$ cat src/rtl/irq_arb_pkg.sv
package irq_arb_pkg;
  localparam int unsigned EXT_OFFSET_DEF = 64;

  // byte distance between adjacent vector slots
  function automatic logic [31:0] stride_bytes(input logic [7:0] sp);
    return (sp == 8'd0) ? 32'd0 : (32'd4 << sp);
  endfunction
endpackage

$ cat src/rtl/irq_status_bank.sv
module irq_status_bank #(
  parameter int unsigned N_LINES = 13,
  parameter int unsigned N_SW    = 2,
  parameter int unsigned IDX_W   = 5
) (
  input  logic                    clk_i,
  input  logic                    rst_ni,
  input  logic [N_LINES-N_SW-1:0] hw_irq_i,
  input  logic                    sw_we_i,
  input  logic [IDX_W-1:0]        sw_idx_i,
  input  logic                    sw_level_i,
  output logic [N_LINES-1:0]      status_o
);
  for (genvar i = 0; i < N_LINES; i++) begin : g_bit
    if (i < N_SW) begin : g_sw
      always_ff @(posedge clk_i or negedge rst_ni) begin
        if (!rst_ni) status_o[i] <= 1'b0;
        else if (sw_we_i && sw_idx_i == IDX_W'(i)) status_o[i] <= sw_level_i;
      end
    end else begin : g_hw
      always_ff @(posedge clk_i or negedge rst_ni) begin
        if (!rst_ni) status_o[i] <= 1'b0;
        else         status_o[i] <= hw_irq_i[i-N_SW];
      end
    end
  end
endmodule

$ cat src/rtl/irq_cfg_regs.sv
module irq_cfg_regs #(
  parameter int unsigned N_LINES = 13,
  parameter int unsigned SP_W    = 3
) (
  input  logic               clk_i,
  input  logic               rst_ni,
  input  logic               mask_we_i,
  input  logic [N_LINES-1:0] mask_i,
  input  logic               spacing_we_i,
  input  logic [SP_W-1:0]    spacing_i,
  output logic [N_LINES-1:0] mask_o,
  output logic [SP_W-1:0]    spacing_o
);
  always_ff @(posedge clk_i or negedge rst_ni) begin
    if (!rst_ni) begin
      mask_o    <= '0;
      spacing_o <= '0;
    end else begin
      if (mask_we_i)    mask_o    <= mask_i;
      if (spacing_we_i) spacing_o <= spacing_i;
    end
  end
endmodule

$ cat src/rtl/irq_prio_enc.sv
module irq_prio_enc #(
  parameter int unsigned N_LINES = 13,
  localparam int unsigned VEC_W  = $clog2(N_LINES)
) (
  input  logic [N_LINES-1:0] pend_i,
  output logic               any_o,
  output logic [VEC_W-1:0]   idx_o
);
  always_comb begin
    idx_o = '0;
    for (int k = 0; k < N_LINES; k++) begin
      if (pend_i[k]) idx_o = VEC_W'(k);  // later (higher) index wins
    end
  end
  assign any_o = |pend_i;
endmodule

$ cat src/rtl/irq_vec_addr.sv
module irq_vec_addr #(
  parameter int unsigned VEC_W      = 4,
  parameter int unsigned SP_W       = 3,
  parameter int unsigned ADDR_W     = 32,
  parameter int unsigned EXT_OFFSET = irq_arb_pkg::EXT_OFFSET_DEF
) (
  input  logic [ADDR_W-1:0] base_i,
  input  logic [SP_W-1:0]   spacing_i,
  input  logic [VEC_W-1:0]  vec_i,
  output logic [ADDR_W-1:0] addr_o
);
  logic [ADDR_W-1:0] stride, slot;
  assign stride = ADDR_W'(irq_arb_pkg::stride_bytes(8'(spacing_i)));
  assign slot   = ADDR_W'(EXT_OFFSET) + ADDR_W'(vec_i);
  assign addr_o = base_i + slot * stride;
endmodule

$ cat src/rtl/irq_vector_arbiter.sv
module irq_vector_arbiter #(
  parameter int unsigned N_LINES    = 13,
  parameter int unsigned N_SW       = 2,
  parameter int unsigned IDX_W      = 5,
  parameter int unsigned SP_W       = 3,
  parameter int unsigned ADDR_W     = 32,
  parameter int unsigned EXT_OFFSET = irq_arb_pkg::EXT_OFFSET_DEF,
  localparam int unsigned VEC_W     = $clog2(N_LINES)
) (
  input  logic                    clk_i,
  input  logic                    rst_ni,
  input  logic [N_LINES-N_SW-1:0] hw_irq_i,
  input  logic                    sw_we_i,
  input  logic [IDX_W-1:0]        sw_idx_i,
  input  logic                    sw_level_i,
  input  logic                    mask_we_i,
  input  logic [N_LINES-1:0]      mask_i,
  input  logic                    spacing_we_i,
  input  logic [SP_W-1:0]         spacing_i,
  input  logic [ADDR_W-1:0]       entry_base_i,
  input  logic                    ie_i,
  input  logic                    dbg_i,
  output logic [N_LINES-1:0]      status_o,
  output logic                    has_work_o,
  output logic                    take_o,
  output logic [VEC_W-1:0]        vector_o,
  output logic [ADDR_W-1:0]       handler_o
);
  logic [N_LINES-1:0] mask_q;
  logic [SP_W-1:0]    spacing_q;
  logic [VEC_W-1:0]   win_idx;
  logic [ADDR_W-1:0]  win_addr;
  logic               deliver, deliver_q;

  irq_status_bank #(.N_LINES(N_LINES), .N_SW(N_SW), .IDX_W(IDX_W)) i_status (
    .clk_i, .rst_ni, .hw_irq_i, .sw_we_i, .sw_idx_i, .sw_level_i,
    .status_o
  );

  irq_cfg_regs #(.N_LINES(N_LINES), .SP_W(SP_W)) i_cfg (
    .clk_i, .rst_ni, .mask_we_i, .mask_i, .spacing_we_i, .spacing_i,
    .mask_o(mask_q), .spacing_o(spacing_q)
  );

  irq_prio_enc #(.N_LINES(N_LINES)) i_prio (
    .pend_i(status_o & mask_q), .any_o(has_work_o), .idx_o(win_idx)
  );

  irq_vec_addr #(.VEC_W(VEC_W), .SP_W(SP_W), .ADDR_W(ADDR_W),
                 .EXT_OFFSET(EXT_OFFSET)) i_addr (
    .base_i(entry_base_i), .spacing_i(spacing_q), .vec_i(win_idx),
    .addr_o(win_addr)
  );

  assign deliver = has_work_o && ie_i && !dbg_i;

  always_ff @(posedge clk_i or negedge rst_ni) begin
    if (!rst_ni) begin
      deliver_q <= 1'b0;
      take_o    <= 1'b0;
      vector_o  <= '0;
      handler_o <= '0;
    end else begin
      deliver_q <= deliver;
      take_o    <= deliver && !deliver_q;
      if (deliver && !deliver_q) begin
        vector_o  <= win_idx;
        handler_o <= win_addr;
      end
    end
  end
endmodule

$ cat config.mk
export PLATFORM = sky130hd
export DESIGN_NAME = irq_vector_arbiter
export DESIGN_NICKNAME = d
export VERILOG_FILES = /design/src/rtl/irq_arb_pkg.sv /design/src/rtl/irq_status_bank.sv /design/src/rtl/irq_cfg_regs.sv /design/src/rtl/irq_prio_enc.sv /design/src/rtl/irq_vec_addr.sv /design/src/rtl/irq_vector_arbiter.sv
export SDC_FILE = /design/constraint.sdc
export NUM_CORES = 1
export LEC_CHECK = 0
export ABC_CLOCK_PERIOD_IN_PS = 9250
export CAP_MARGIN = 10
export CORE_UTILIZATION = 25
export DETAILED_ROUTE_END_ITERATION = 7
export DONT_BUFFER_PORTS = 1
export GPL_ROUTABILITY_DRIVEN = 0
export HOLD_SLACK_MARGIN = 0.03
export PLACE_DENSITY = 0.5
export SLEW_MARGIN = 20
export SYNTH_ARGS = -nofsm -noshare
export SYNTH_HDL_FRONTEND = slang
export SYNTH_SLANG_ARGS = --single-unit
$ cat constraint.sdc
create_clock -name clk_i -period 9.25 [get_ports clk_i]
set_input_delay 0 -clock clk_i [delete_from_list [all_inputs] [get_ports clk_i]]
set_output_delay 0 -clock clk_i [all_outputs]
set_load 0.02 [all_outputs]
# Word-level counts from Yosys, hierarchy flattened
# Cells that the tools add are included.
# Widths: inputs -> output; s select.
dict set report totals {
  ff_bits 67
  latchBits 0
  ram_bits 0
  romBits 0
  in_bits 72
  output_inout_bits 51
  word_cells 48
  mem_count 0
}
dict set report classes {
  n_addsub 2
  multipliers 1
  div 0
  order_cmp 0
  eq_ne 1
  n_shift 1
  n_mux 13
  n_bitwise 1
  n_reduce_logical 10
}
# cell count
set ops {}
lappend ops {{$add 32x32->32} 1}
lappend ops {{$mul 32x32->32} 1}
lappend ops {{$mux 32} 1}
lappend ops {{$shl 3x3->32 const A} 1}
lappend ops {{$mux 4} 5}
lappend ops {{$and 13x13->13} 1}
lappend ops {{$reduce_or 13->1} 1}
lappend ops {{$mux 3} 4}
lappend ops {{$add 7x4->8 const A} 1}
lappend ops {{$eq 5x1->1 const B} 1}
lappend ops {{$logic_and 1x1->1} 5}
lappend ops {{$logic_not 5->1} 1}
lappend ops {{$mux 2} 2}
lappend ops {{$logic_not 3->1} 1}
lappend ops {{$logic_not 1->1} 2}
lappend ops {{$mux 1} 1}

# Depth between registers and ports, before layout
dict set report logic_depth {
  word_depth 16
  depth_mapped 21
  depth_no_buf 21
}

# Modules after synthesis
# From an unflattened synthesis, not the netlist that was laid out.
dict set report unflattened {
  cells_unflattened 412
  area_unflattened_um2 4789.6
}
# mod n_inst cells_each area_each_um2 seq_area_each_um2
set modules_own_cells {}
lappend modules_own_cells {irq_vec_addr 1 243 2018.2 0.0}
lappend modules_own_cells {irq_vector_arbiter 1 94 1637.8 950.9}
lappend modules_own_cells {irq_cfg_regs 1 33 629.4 400.4}
lappend modules_own_cells {irq_status_bank 1 20 382.9 325.3}
lappend modules_own_cells {irq_prio_enc 1 22 121.4 0.0}

# Least setup slack after synthesis
# No wires, ideal clock.
dict set report synth_timing {
  kind {register to register}
  from {register i_status.status_o[2]}
  to {register handler_o[23]}
  setup_time_ps 83
  arrival_time_ps 4764
  required_time_ps 9167
  slack_ps 4404
  stages_incl_launch_ff 21
  path_buffers 0
  synth_period_minus_slack_ps 4846
  path_cell_list {dfrtp_1 > nand2_1 > a32o_1 > nand2_1 > a22o_1 > a31oi_1 > nand2_1 > fa_1 > inv_1 > fa_1 > inv_1 > fa_1 > fa_1 > inv_1 > ha_1 > a21oi_1 > o211ai_2 > a311oi_4 > nor3_1 > xnor2_1 > o21ai_0}
}
dict set report synth_between {
  elab_chain_len 15
  word_cells_on_any_way 19
  cone_classes {add/sub: 2; mul: 1; mux: 11; bitwise: 1; reduce/logical: 4}
}
# element line_no
set synth_rtl {}
lappend synth_rtl {{from (decl)} irq_status_bank.sv:12} ;# output logic [N_LINES-1:0] status_o
lappend synth_rtl {{from (signal, indexed assignment)} irq_status_bank.sv:23} ;# else status_o[i] <= hw_irq_i[i-N_SW];
lappend synth_rtl {{$and 13x13->13 (*)} irq_vector_arbiter.sv:46} ;# .pend_i(status_o & mask_q), .any_o(has_work_o), .idx_o(win_idx)
lappend synth_rtl {{$mux 2 (2 in series)} irq_prio_enc.sv:12} ;# if (pend_i[k]) idx_o = VEC_W'(k);
lappend synth_rtl {{$mux 3 (4 in series)} irq_prio_enc.sv:12}
lappend synth_rtl {{$mux 4 (5 in series)} irq_prio_enc.sv:12}
lappend synth_rtl {{$add 7x4->8} irq_vec_addr.sv:14} ;# assign slot = ADDR_W'(EXT_OFFSET) + ADDR_W'(vec_i);
lappend synth_rtl {{$mul 32x32->32} irq_vec_addr.sv:15} ;# assign addr_o = base_i + slot * stride;
lappend synth_rtl {{$add 32x32->32} irq_vec_addr.sv:15}
lappend synth_rtl {{to (signal assigned)} irq_vector_arbiter.sv:68} ;# handler_o <= win_addr;
lappend synth_rtl {{to (decl)} irq_vector_arbiter.sv:27} ;# output logic [ADDR_W-1:0] handler_o
# Mark *: on every way between the ends. The rest lies on a longest branch, timed or not.
# A chain may end at the register's enable or synchronous reset.

# Final worst setup path
dict set report layout_timing {
  from {register i_status.status_o[5]}
  to {register handler_o[23]}
}
dict set report layout_between {
  elab_chain_len 12
  word_cells_on_any_way 16
  cone_classes {add/sub: 2; mul: 1; mux: 8; bitwise: 1; reduce/logical: 4}
}
# element line_no
set layout_rtl {}
lappend layout_rtl {{$and 13x13->13 (*)} irq_vector_arbiter.sv:46}
lappend layout_rtl {{$mux 3 (3 in series)} irq_prio_enc.sv:12}
lappend layout_rtl {{$mux 4 (5 in series)} irq_prio_enc.sv:12}
lappend layout_rtl {{$add 7x4->8} irq_vec_addr.sv:14}
lappend layout_rtl {{$mul 32x32->32} irq_vec_addr.sv:15}
lappend layout_rtl {{$add 32x32->32} irq_vec_addr.sv:15}
# Marked as above.

==> implementation parameters <==
Parameter                              Value

Run status
  Run status ... completed

Logic synthesis
  Area contributors post-synth ... dfrtp_1 37%, ha_1 11%, fa_1 11%
  Yosys top cell area share ... 36.9%
  Syn_nets ... 594
  Synth cell count leaders ... 67 x dfrtp_1, 66 x inv_1, 62 x nand2_1
  Cell type with the highest aggregate area in the netlist ... dfrtp_1
  Number of flops mapped to enable cells by yosys ... 0
  Mapped Avg Cell Area ... 9.90 µm²
  Yosys synthesis warning count ... 0
  Most instantiated library cell after synthesis ... dfrtp_1
  Netlist area before placement ... 4540 µm²
  Proportion of synthesized chip area in sequential cells ... between 30% and 40%
  Distinct cells, synth ... 53
  Ys async rst share ... between 90% and 100%
  Total of flip-flops plus latches after synthesis ... 67
  Number of instances in the synthesized netlist ... 459
  Most instantiated flip-flop cell in the synthesis netlist ... dfrtp_1

STA
  Total count of hold-check failures in the final report ... 0
  Max-slew headroom ... 31.6%
  Maximum clock frequency ... 0.159 GHz
  Total of endpoints with negative setup slack in the final report ... 0
  Slack of the critical path ... 2.95 ns
  Final TNS setup ... 0 ns
  Setup repair after global routing missed its margin ... no
  Final cycle utilization of the critical path ... approximately two thirds
  Final setup skew ... 0.00499 ns
  Final period demand of the worst path ... 6.30 ns
  Slew @ Worst Pin ... 1.03 ns
  WHS ... 0.107 ns
  Max-slew violation total from the final report ... 0

CTS
  Maximum count of clock buffers along a single path ... 2
  Post-CTS setup buffer count ... 0
  Insertion delay to the later sink of the worst-skew pair ... 0.34 ns
  CTS tree ... yes
  Clock transition at the register clock pins on the worst setup and hold paths after CTS ... 0.06 ns
  Num CTS Buffers ... 9
  CTS Root Buffer Type ... clkbuf_16
  Post-CTS Resized ... 0
  Level count of the clock H-tree ... 3
  CTS sink count ... 67

Place
  Post-placement cell count ... 676
  Post-DP Area ... between 4000 and 5000 µm²
  Buffers on Ports ... 0
  Post-Place Setup Slack ... 3.55 ns
  Post-detail-place hpwl ... 8600 µm

Drt
  Antenna-violating nets left ... 0
  Residual DRC count ... 0
  DR pass1 iterations ... 4
  Vias ... between 3000 and 4000
  Wirelength per Cell ... 15.0 µm
  DRC violation total after the first TritonRoute iteration ... 82
  DR vias/cell ... 4.53
  Final routed wirelength across all metal layers ... 11500 µm

Finish
  Relative area change from synthesis to final layout ... 29.3%
  Fraction of layout cells with a size suffix above 1 ... 9.04%
  ANT cells ... 0
  Finished Cell Area ... just under 6000 µm²
  Utilization after layout ... 33.5%
  Final Net Count ... 673
  Count of placed standard cells in the final layout, fillers left out ... 767

GRT
  Antenna violations before repair ... 0
  Grt ovf ... 0
  GR peak layer ... met2
  Largest net degree at the start of global routing ... 68
  Tot GR Track Use ... 13.1%
  Global routing met2 resource utilization ... 21.8%
  GRT met1 Usage ... 15.5%
  Global-route track usage on met3 ... 4.30%
  First-pass GRT wire length ... 18500 µm
  Number of global-route vias before repair ... 3646

Critical path
  CP cell instances ... nand2_1, nand2_1, o21ai_0, nand3_1, a31oi_1, nand2_1, fa_1, inv_1, fa_1, ha_1, inv_1, fa_1, inv_1, ha_1, a211oi_1, o211ai_2, a311oi_4, nor3_1, xnor2_1, dlygate4sd3_1, o21ai_0
  Data arrival time at the worst-slack endpoint ... around 6.5 ns
  Maximum fanout along the worst path ... 8
  CP Launch Type ... flop
  Critical path type ... reg2reg
  Biggest cell delay along the critical path ... about 0.67 ns
  CP Data Required Time ... between 9 and 10 ns
  Total buffers and inverters traversed by the critical path ... 4
  Setup crit end kind ... flop
  Worst path top cell family by delay ... adder cells
  Slowest CP cell ... a31oi_1

Power and ir drop
  Cell leakage power ... about 2.7 nW
  Largest voltage drop on the vdd net ... 0.198 mV
  Total Power Consumption ... 1.12 mW
  Pwr dens ... 191 nW/µm²

Floorplanning
  Core region area ... 17500 µm²
  Horizontal die dimension ... roughly 140 µm
  # IOs ... 123
  Row cnt ... 48
  DIE AREA ... 18700 µm²
  Effective utilization at floorplan ... 25.9%
  Die extent in y ... 137 µm

Hold path
  Path category of the worst min-delay check ... in2reg

Job
  Number of maximum-capacitance violations ... 0
-- registers in the layout, summed over array words and instances, names as in the netlist --
signal and flops:
vector_o 4, i_status.status_o 13, take_o 1, i_cfg.mask_o 13, deliver_q 1, handler_o 32
i_cfg.spacing_o 3
-- timing repair --
item                                    4_1_cts  5_1_grt
endpoints found under the hold margin       115        0
endpoints found under the setup margin        0        0
hold buffers                                 76        0
-- metal layers --
layer  routed length [µm]  share of wire, %  up-vias
met1                 5110                44     1665
met3                  832               7.2       19
li1                     -                 -     1682
met4                  273               2.4        0
met2                 5320                46      109
met5                    0                 0        -
-- placed cells by master (no fill, tap or decap), types with 2 or more instances in the layout --
cell,synthesis,layout
dlygate4sd3_1,0,75
dfrtp_1,67,67
inv_1,66,66
nand2_1,62,62
ha_1,39,39
o21ai_0,32,32
fa_1,24,24
nor2_1,23,23
mux2_2,18,18
xnor2_1,16,16
a21oi_1,15,15
nand3_1,9,9
clkbuf_16,0,9
xor2_1,8,8
mux2_1,8,8
and2_1,7,7
a31oi_1,4,4
nor3_1,4,4
a22oi_1,3,3
or3b_2,3,3
nand4_1,3,3
o21ai_1,3,3
clkinv_4,0,3
nor4_2,2,2
mux2_4,2,2
o211ai_1,2,2
o21a_1,2,2
and4_1,2,2
a21boi_0,2,2
nor3b_1,2,2
a21o_1,2,2
bufinv_16,0,2
-- power breakdown --
part / internal (mW) / switching (mW)
Sequential: 0.350 / 0.114
Clock: 0.235 / 0.131
Combinational: 0.134 / 0.159
-- final timing paths --
kind,from,endpoint,slack [ns],cells after the start
max,i_status.status_o[5],handler_o[23],2.95,21
min,entry_base_i[28],handler_o[30],0.11,4
max reg2reg,i_status.status_o[5],handler_o[23],2.95,21
min reg2reg,handler_o[26],handler_o[26],0.62,2
max in group asynchronous,rst_ni,i_cfg.spacing_o[1],8.76,2
min in group asynchronous,rst_ni,handler_o[26],0.19,2
-- logic make-up (layout without fill, tap and decap cells) --
kind of cell | after synthesis | in the layout | share of synthesized area [%]
compound gates | 74 | 74 | 10.1
xor+xnor | 24 | 24 | 4.63
fa+ha+maj | 63 | 63 | 21.3
buf+inv | 76 | 159 | 6.75
flops | 67 | 67 | 36.9
mux | 28 | 28 | 7.10
simple gates | 127 | 127 | 13.2
-- worst reg2reg max path: stages, from the launching register on --
cell and delay [ns]:
dfrtp_1 0.45, nand2_1 0.15, nand2_1 0.06, o21ai_0 0.20, nand3_1 0.11, a31oi_1 0.67, nand2_1 0.17, fa_1 0.54
inv_1 0.06, fa_1 0.46, ha_1 0.29, inv_1 0.05, fa_1 0.53, inv_1 0.07, ha_1 0.33, a211oi_1 0.40
o211ai_2 0.18, a311oi_4 0.41, nor3_1 0.13, xnor2_1 0.20, dlygate4sd3_1 0.58, o21ai_0 0.09
-- final cells by class --
cell class	count	area, µm²
fill	1822	11700
multi-input combinational	316	2560
sequential	67	1680
timing repair buffer	77	786
tap	225	282
inverter	67	251
clock buffer	9	225
clock inverter	6	91.3
Note: power is estimated with default switching activity, not from simulation.
